### config.mk
export PLATFORM = sky130hd
export DESIGN_NAME = dbg_mailbox
export DESIGN_NICKNAME = d
export VERILOG_FILES = /design/src/rtl/dbgmb_pkg.sv /design/src/rtl/dbgmb_host_gate.sv /design/src/rtl/dbgmb_core_port.sv /design/src/rtl/dbgmb_state.sv /design/src/rtl/dbgmb_irq.sv /design/src/rtl/dbg_mailbox.sv
export SDC_FILE = /design/constraint.sdc
export NUM_CORES = 1
export LEC_CHECK = 0
export ABC_AREA = 1
export ABC_CLOCK_PERIOD_IN_PS = 2300
export BUFFER_PORTS_ARGS = -buffer_cell sky130_fd_sc_hd__buf_4
export CAP_MARGIN = 5
export CORE_UTILIZATION = 52
export DETAILED_ROUTE_END_ITERATION = 12
export PLACE_DENSITY = 0.93
export SYNTH_ARGS = -nofsm -noshare
export SYNTH_HDL_FRONTEND = slang
export SYNTH_SLANG_ARGS = --single-unit
### constraint.sdc
create_clock -name clk -period 2.3 [get_ports clk]
set_input_delay 0.23 -clock clk [delete_from_list [all_inputs] [get_ports clk]]
set_output_delay 0.23 -clock clk [all_outputs]
set_load 0.1 [all_outputs]
### src/rtl/dbgmb_pkg.sv
// Shared types for the debug mailbox.
// Assumes a 32-bit word; the core port is two words wide.
package dbgmb_pkg;
    localparam int WORD_W = 32;

    // Actions decoded from one host access
    typedef struct packed {
        logic rx_load;
        logic ovr_set;
        logic udr_set;
        logic tx_clr;
        logic tx_load;
    } host_act_t;

    // Actions decoded from one core access
    typedef struct packed {
        logic rx_clr;
        logic tx_set;
        logic rx_ld;
        logic tx_ld;
    } core_act_t;
endpackage

### src/rtl/dbgmb_host_gate.sv
// Host access decoder: applies the permission, sticky-error and
// software-lock checks and turns one host access into state actions.
// Assumes at most one host access per cycle; purely combinational.
module dbgmb_host_gate
    import dbgmb_pkg::*;
#(
    parameter int DW = WORD_W
) (
    input  logic          req,
    input  logic          wr,
    input  logic          sel,
    input  logic          mmap,
    input  logic [2:0]    pwr_stat,
    input  logic          sw_lock,
    input  logic          err,
    input  logic          rx_full,
    input  logic          tx_full,
    input  logic [DW-1:0] rx_reg,
    input  logic [DW-1:0] tx_reg,
    output logic [DW-1:0] rdata,
    output logic          slverr,
    output host_act_t     act
);
    localparam logic [2:0] PERM_OK = 3'b001;

    logic checked;
    logic perm_ok;
    logic locked;

    // Classify the access and evaluate the gates
    always_comb begin
        checked = req && (wr ? !sel : sel);
        perm_ok = (pwr_stat == PERM_OK);
        locked  = mmap && sw_lock;
    end

    // Decode response and actions
    always_comb begin
        rdata  = '0;
        slverr = 1'b0;
        act    = '0;
        if (req) begin
            if (checked && !perm_ok) begin
                slverr = 1'b1;
            end else if (wr && !sel) begin
                if (!err && !locked) begin
                    if (rx_full) act.ovr_set = 1'b1;
                    else         act.rx_load = 1'b1;
                end
            end else if (wr && sel) begin
                act.tx_load = !locked;
            end else if (!wr && !sel) begin
                rdata = rx_reg;
            end else begin
                rdata = tx_full ? tx_reg : '0;
                if (!err && !locked) begin
                    if (tx_full) act.tx_clr  = 1'b1;
                    else         act.udr_set = 1'b1;
                end
            end
        end
    end
endmodule

### src/rtl/dbgmb_core_port.sv
// Core access decoder: 32/64-bit reads and writes over the two data
// registers as a half-duplex channel. Undefined results are zero.
// Assumes at most one core access per cycle; purely combinational.
module dbgmb_core_port
    import dbgmb_pkg::*;
#(
    parameter int DW = WORD_W
) (
    input  logic            req,
    input  logic            wr,
    input  logic            wide,
    input  logic [2*DW-1:0] wdata,
    input  logic            rx_full,
    input  logic            tx_full,
    input  logic [DW-1:0]   rx_reg,
    input  logic [DW-1:0]   tx_reg,
    output logic [2*DW-1:0] rdata,
    output logic [DW-1:0]   rx_val,
    output logic [DW-1:0]   tx_val,
    output core_act_t       act
);
    // Decode writes: load targets and values
    always_comb begin
        act        = '0;
        rx_val     = tx_full ? '0 : wdata[2*DW-1:DW];
        tx_val     = tx_full ? '0 : wdata[DW-1:0];
        act.tx_set = req && wr;
        act.tx_ld  = req && wr;
        act.rx_ld  = req && wr && wide;
        act.rx_clr = req && !wr;
    end

    // Build read data
    always_comb begin
        rdata = '0;
        if (req && !wr && rx_full) begin
            rdata[DW-1:0] = rx_reg;
            if (wide) rdata[2*DW-1:DW] = tx_reg;
        end
    end
endmodule

### src/rtl/dbgmb_state.sv
// Mailbox state: two data registers and five flags. Merges host and
// core actions; the core's update wins where both touch one item.
// Assumes synchronous active-low reset.
module dbgmb_state
    import dbgmb_pkg::*;
#(
    parameter int DW = WORD_W
) (
    input  logic          clk,
    input  logic          rst_n,
    input  host_act_t     h_act,
    input  logic [DW-1:0] h_wdata,
    input  logic          err_clr,
    input  core_act_t     c_act,
    input  logic [DW-1:0] c_rx_val,
    input  logic [DW-1:0] c_tx_val,
    output logic [DW-1:0] rx_reg,
    output logic [DW-1:0] tx_reg,
    output logic          rx_full,
    output logic          tx_full,
    output logic          err,
    output logic          ovr,
    output logic          udr
);
    // Data registers, core write first
    always_ff @(posedge clk) begin
        if (!rst_n) begin
            rx_reg <= '0;
            tx_reg <= '0;
        end else begin
            if (c_act.rx_ld)        rx_reg <= c_rx_val;
            else if (h_act.rx_load) rx_reg <= h_wdata;
            if (c_act.tx_ld)        tx_reg <= c_tx_val;
            else if (h_act.tx_load) tx_reg <= h_wdata;
        end
    end

    // Full flags, core update first
    always_ff @(posedge clk) begin
        if (!rst_n) begin
            rx_full <= 1'b0;
            tx_full <= 1'b0;
        end else begin
            if (c_act.rx_clr)       rx_full <= 1'b0;
            else if (h_act.rx_load) rx_full <= 1'b1;
            if (c_act.tx_set)       tx_full <= 1'b1;
            else if (h_act.tx_clr)  tx_full <= 1'b0;
        end
    end

    // Error flags: a new error beats the clear strobe
    always_ff @(posedge clk) begin
        if (!rst_n) begin
            err <= 1'b0;
            ovr <= 1'b0;
            udr <= 1'b0;
        end else begin
            err <= (err && !err_clr) || h_act.ovr_set || h_act.udr_set;
            ovr <= (ovr && !err_clr) || h_act.ovr_set;
            udr <= (udr && !err_clr) || h_act.udr_set;
        end
    end
endmodule

### src/rtl/dbgmb_irq.sv
// Interrupt level: inbound word waiting or outbound room, each enabled
// separately. Assumes flags come from registers; combinational output.
module dbgmb_irq (
    input  logic rx_full,
    input  logic tx_full,
    input  logic en_rx,
    input  logic en_tx,
    output logic irq
);
    // Combine the two enabled sources
    always_comb irq = (rx_full && en_rx) || (!tx_full && en_tx);
endmodule

### src/rtl/dbg_mailbox.sv
// Debug data transfer mailbox top: host register port, core
// system-register port, flags and interrupt. Responses on both ports
// are combinational in the request cycle; state updates on the edge.
module dbg_mailbox
    import dbgmb_pkg::*;
#(
    parameter int DW = WORD_W
) (
    input  logic            clk,
    input  logic            rst_n,
    input  logic [2:0]      pwr_stat,
    input  logic            sw_lock,
    input  logic            hst_req,
    input  logic            hst_wr,
    input  logic            hst_sel,
    input  logic            hst_mmap,
    input  logic [DW-1:0]   hst_wdata,
    output logic [DW-1:0]   hst_rdata,
    output logic            hst_slverr,
    input  logic            hst_err_clr,
    input  logic            cor_req,
    input  logic            cor_wr,
    input  logic            cor_wide,
    input  logic [2*DW-1:0] cor_wdata,
    output logic [2*DW-1:0] cor_rdata,
    input  logic            irq_en_rx,
    input  logic            irq_en_tx,
    output logic            rx_full,
    output logic            tx_full,
    output logic            err_flag,
    output logic            rx_ovr,
    output logic            tx_udr,
    output logic            comm_irq
);
    host_act_t     h_act;
    core_act_t     c_act;
    logic [DW-1:0] rx_reg;
    logic [DW-1:0] tx_reg;
    logic [DW-1:0] c_rx_val;
    logic [DW-1:0] c_tx_val;

    dbgmb_host_gate #(.DW(DW)) u_host (
        .req(hst_req), .wr(hst_wr), .sel(hst_sel), .mmap(hst_mmap),
        .pwr_stat(pwr_stat), .sw_lock(sw_lock), .err(err_flag),
        .rx_full(rx_full), .tx_full(tx_full), .rx_reg(rx_reg),
        .tx_reg(tx_reg), .rdata(hst_rdata), .slverr(hst_slverr),
        .act(h_act)
    );

    dbgmb_core_port #(.DW(DW)) u_core (
        .req(cor_req), .wr(cor_wr), .wide(cor_wide), .wdata(cor_wdata),
        .rx_full(rx_full), .tx_full(tx_full), .rx_reg(rx_reg),
        .tx_reg(tx_reg), .rdata(cor_rdata), .rx_val(c_rx_val),
        .tx_val(c_tx_val), .act(c_act)
    );

    dbgmb_state #(.DW(DW)) u_state (
        .clk(clk), .rst_n(rst_n), .h_act(h_act), .h_wdata(hst_wdata),
        .err_clr(hst_err_clr), .c_act(c_act), .c_rx_val(c_rx_val),
        .c_tx_val(c_tx_val), .rx_reg(rx_reg), .tx_reg(tx_reg),
        .rx_full(rx_full), .tx_full(tx_full), .err(err_flag),
        .ovr(rx_ovr), .udr(tx_udr)
    );

    dbgmb_irq u_irq (
        .rx_full(rx_full), .tx_full(tx_full), .en_rx(irq_en_rx),
        .en_tx(irq_en_tx), .irq(comm_irq)
    );
endmodule

==> flow_summary.ini <==
[status]
outcome = finished, final reports clean

[grt]
antenna_found_initial = 0
grt_max_degree = 82
grt_pass1_vias = 5785
grt_usage_pct = 35.15
grt_pass1_wl_um = 27300
gr-total-overflow = 0

[placement]
place_congestion = 0.8795
dp.cells = 1106
dp_hpwl_um = 12200
io_buffers = 214
placed_area_um2 = 7340

[synthesis]
syn_inst = 837
postSynthAreaPerCell_um2 = 5.811
ys_types = 22
ys_ff_latch = 69
yosys_warnings = 0
synth.net_count = 952
synth-seq-area-share_pct = 28.40
synth_area_um2 = 4863

[floorplanning]
die_h_um = 98.71
core_area_um2 = 8891
dieArea_um2 = 9744
fp.dieW_um = 98.71
ios = 215
start_util_pct = 54.70
fp-row-count = 34

[power_and_ir_drop]
irDropWorstVdd_mv = 0.2745
power_leakage_nw = 3.624
power_density_nw_per_um2 = 452.1

[final_layout]
final_cell_mix = buf_4 (226), nand2_1 (202), a21oi_1 (102), nor2_1 (102), inv_1 (76)
drive_above_1_share_pct = 34.91
diodes = 0
layout.cells.most_common = buf_4
instances_no_fill = 1122
postLayoutCellArea_um2 = 7491
post-route-util_pct = 84.25
area_growth_pct = 54.03
nNetsFinal = 1124

[worst_setup_path]
end_kind = primary output
worst_setup_path_start_kind = register
crit_path_max_fanout = 15
cp_data_required_time_ns = 2.07
rrSetupSlack_ns = 0.54
r2r-end = u_state.rx_reg[24]
worstReg2RegStart = u_state.tx_full
cp.arrival_ns = 1.90
r2r_cells = 8
critical_path_class = reg -> out

[sta]
rsz0062_at_grt = false
max_freq_ghz = 0.4696
worstMarginPinSlew_ns = 0.7435
fin_skew_ns = 0.01277
maxSlewViolCount = 0
whs_ns = 0.1660
period_minus_slack_ns = 2.129
finalCritPeriodShare_pct = 92.58
tns_ns = 0
setup_violations = 0
slew_headroom_pct = 50.43
hold_viol_final = 0

[min_path]
hp-start = hst_err_clr
whs_path_depth = 4
min_to = u_state.udr
hold_class = in -> reg

[detailed_routing]
drt_first_pass_iters = 5
drt_iter0_drc = 387
via_count = 6214
drc_errors = 0
antenna_left = 0
wirelength_um = 16870
viasPerCell = 5.538
avgRoutedWirePerCell_um = 15.03

[clock_tree]
cts_max_path_buffers = 2
clk_pin_slew_ns = 0.08
cts_setup_buffers = 0
clkSinkCount = 69
cts_tree = yes
cts_root_buf = clkbuf_8
cts_buffers = 9
cts_resized = 0
hold_buffers = 0
clk_latency_ns = 0.33
ctsHtreeMaxLevel = 3

[flow_run]
cap_violations = 0
## cell usage after synthesis, drive strengths merged
library cell | count | area (um2)
a21oi | 102 | 510.5
nor2 | 134 | 503.0
a211oi | 32 | 240.2
clkbuf | 34 | 127.6
buf | 39 | 270.3
nor3 | 32 | 160.2
dfxtp | 69 | 1381
nand2 | 208 | 800.8
nand3 | 55 | 280.3
a22o | 1 | 8.760
inv | 79 | 296.5
ha | 3 | 37.54
o21ai | 48 | 240.2
nand4 | 1 | 6.260
## per-layer routing
metal / share of wire (%) / track usage, % / up-vias
li1: - / - / 3004
met1: 38 / 42.75 / 2781
met2: 49 / 59.70 / 364
met3: 8.6 / 5.603 / 65
met4: 4.3 / 19.29 / 0
met5: 0 / 0 / -
## logic make-up after synthesis
logic type	Yosys count	synth area share, %
AND/OR/NAND/NOR	430	35.99
AO/OA/AOI/OAI	183	20.56
buffers and inverters	152	14.28
flip-flops	69	28.40
adder cells (fa/ha/maj)	3	0.7719
## worst max path at each step
stage / startpoint / to / slack, ns / cells after the start
finish: u_state.rx_full / cor_rdata[45] / 0.17 / 4
global route: u_state.rx_full / cor_rdata[45] / 0.06 / 4
detailed placement: hst_sel / hst_rdata[18] / 0.20 / 10
global placement: hst_sel / hst_rdata[17] / 0.30 / 10
CTS: u_state.rx_full / cor_rdata[45] / 0.16 / 4
floorplan: u_state.rx_full / cor_rdata[32] / -0.03 / 2
## through the flow
step	setup WS, ns	total power [mW]
floorplan	-0.02990	2.226
global placement	0.2955	2.535
detailed placement	0.1950	2.566
CTS	0.1581	3.376
global route	0.05992	3.562
finish	0.1706	3.387
## where the power goes
group	total [mW]	leakage, nW	switching [mW]	internal (mW)
Combinational	1.21	2.98	0.806	0.400
Sequential	1.35	0.570	0.0605	1.29
Clock	0.832	0.0765	0.447	0.385
Total	3.39	3.62	1.31	2.07
## worst max-delay path, cell delays in order, from the launching register on
cell	delay [ns]
dfxtp_4	0.39
nand3_4	0.28
buf_4	0.36
nor3_4	0.20
buf_4	0.31
## cell type report
cell class,count,area [um2]
Clock inverter,3,12.51
Timing Repair Buffer,234,1857
Clock buffer,13,138.9
Tap cell,108,135.1
Sequential cell,69,1389
Inverter,79,297.8
Fill cell,586,1400
Multi-Input combinational cell,616,3661
No activity file was read; power rests on OpenSTA's default activity.
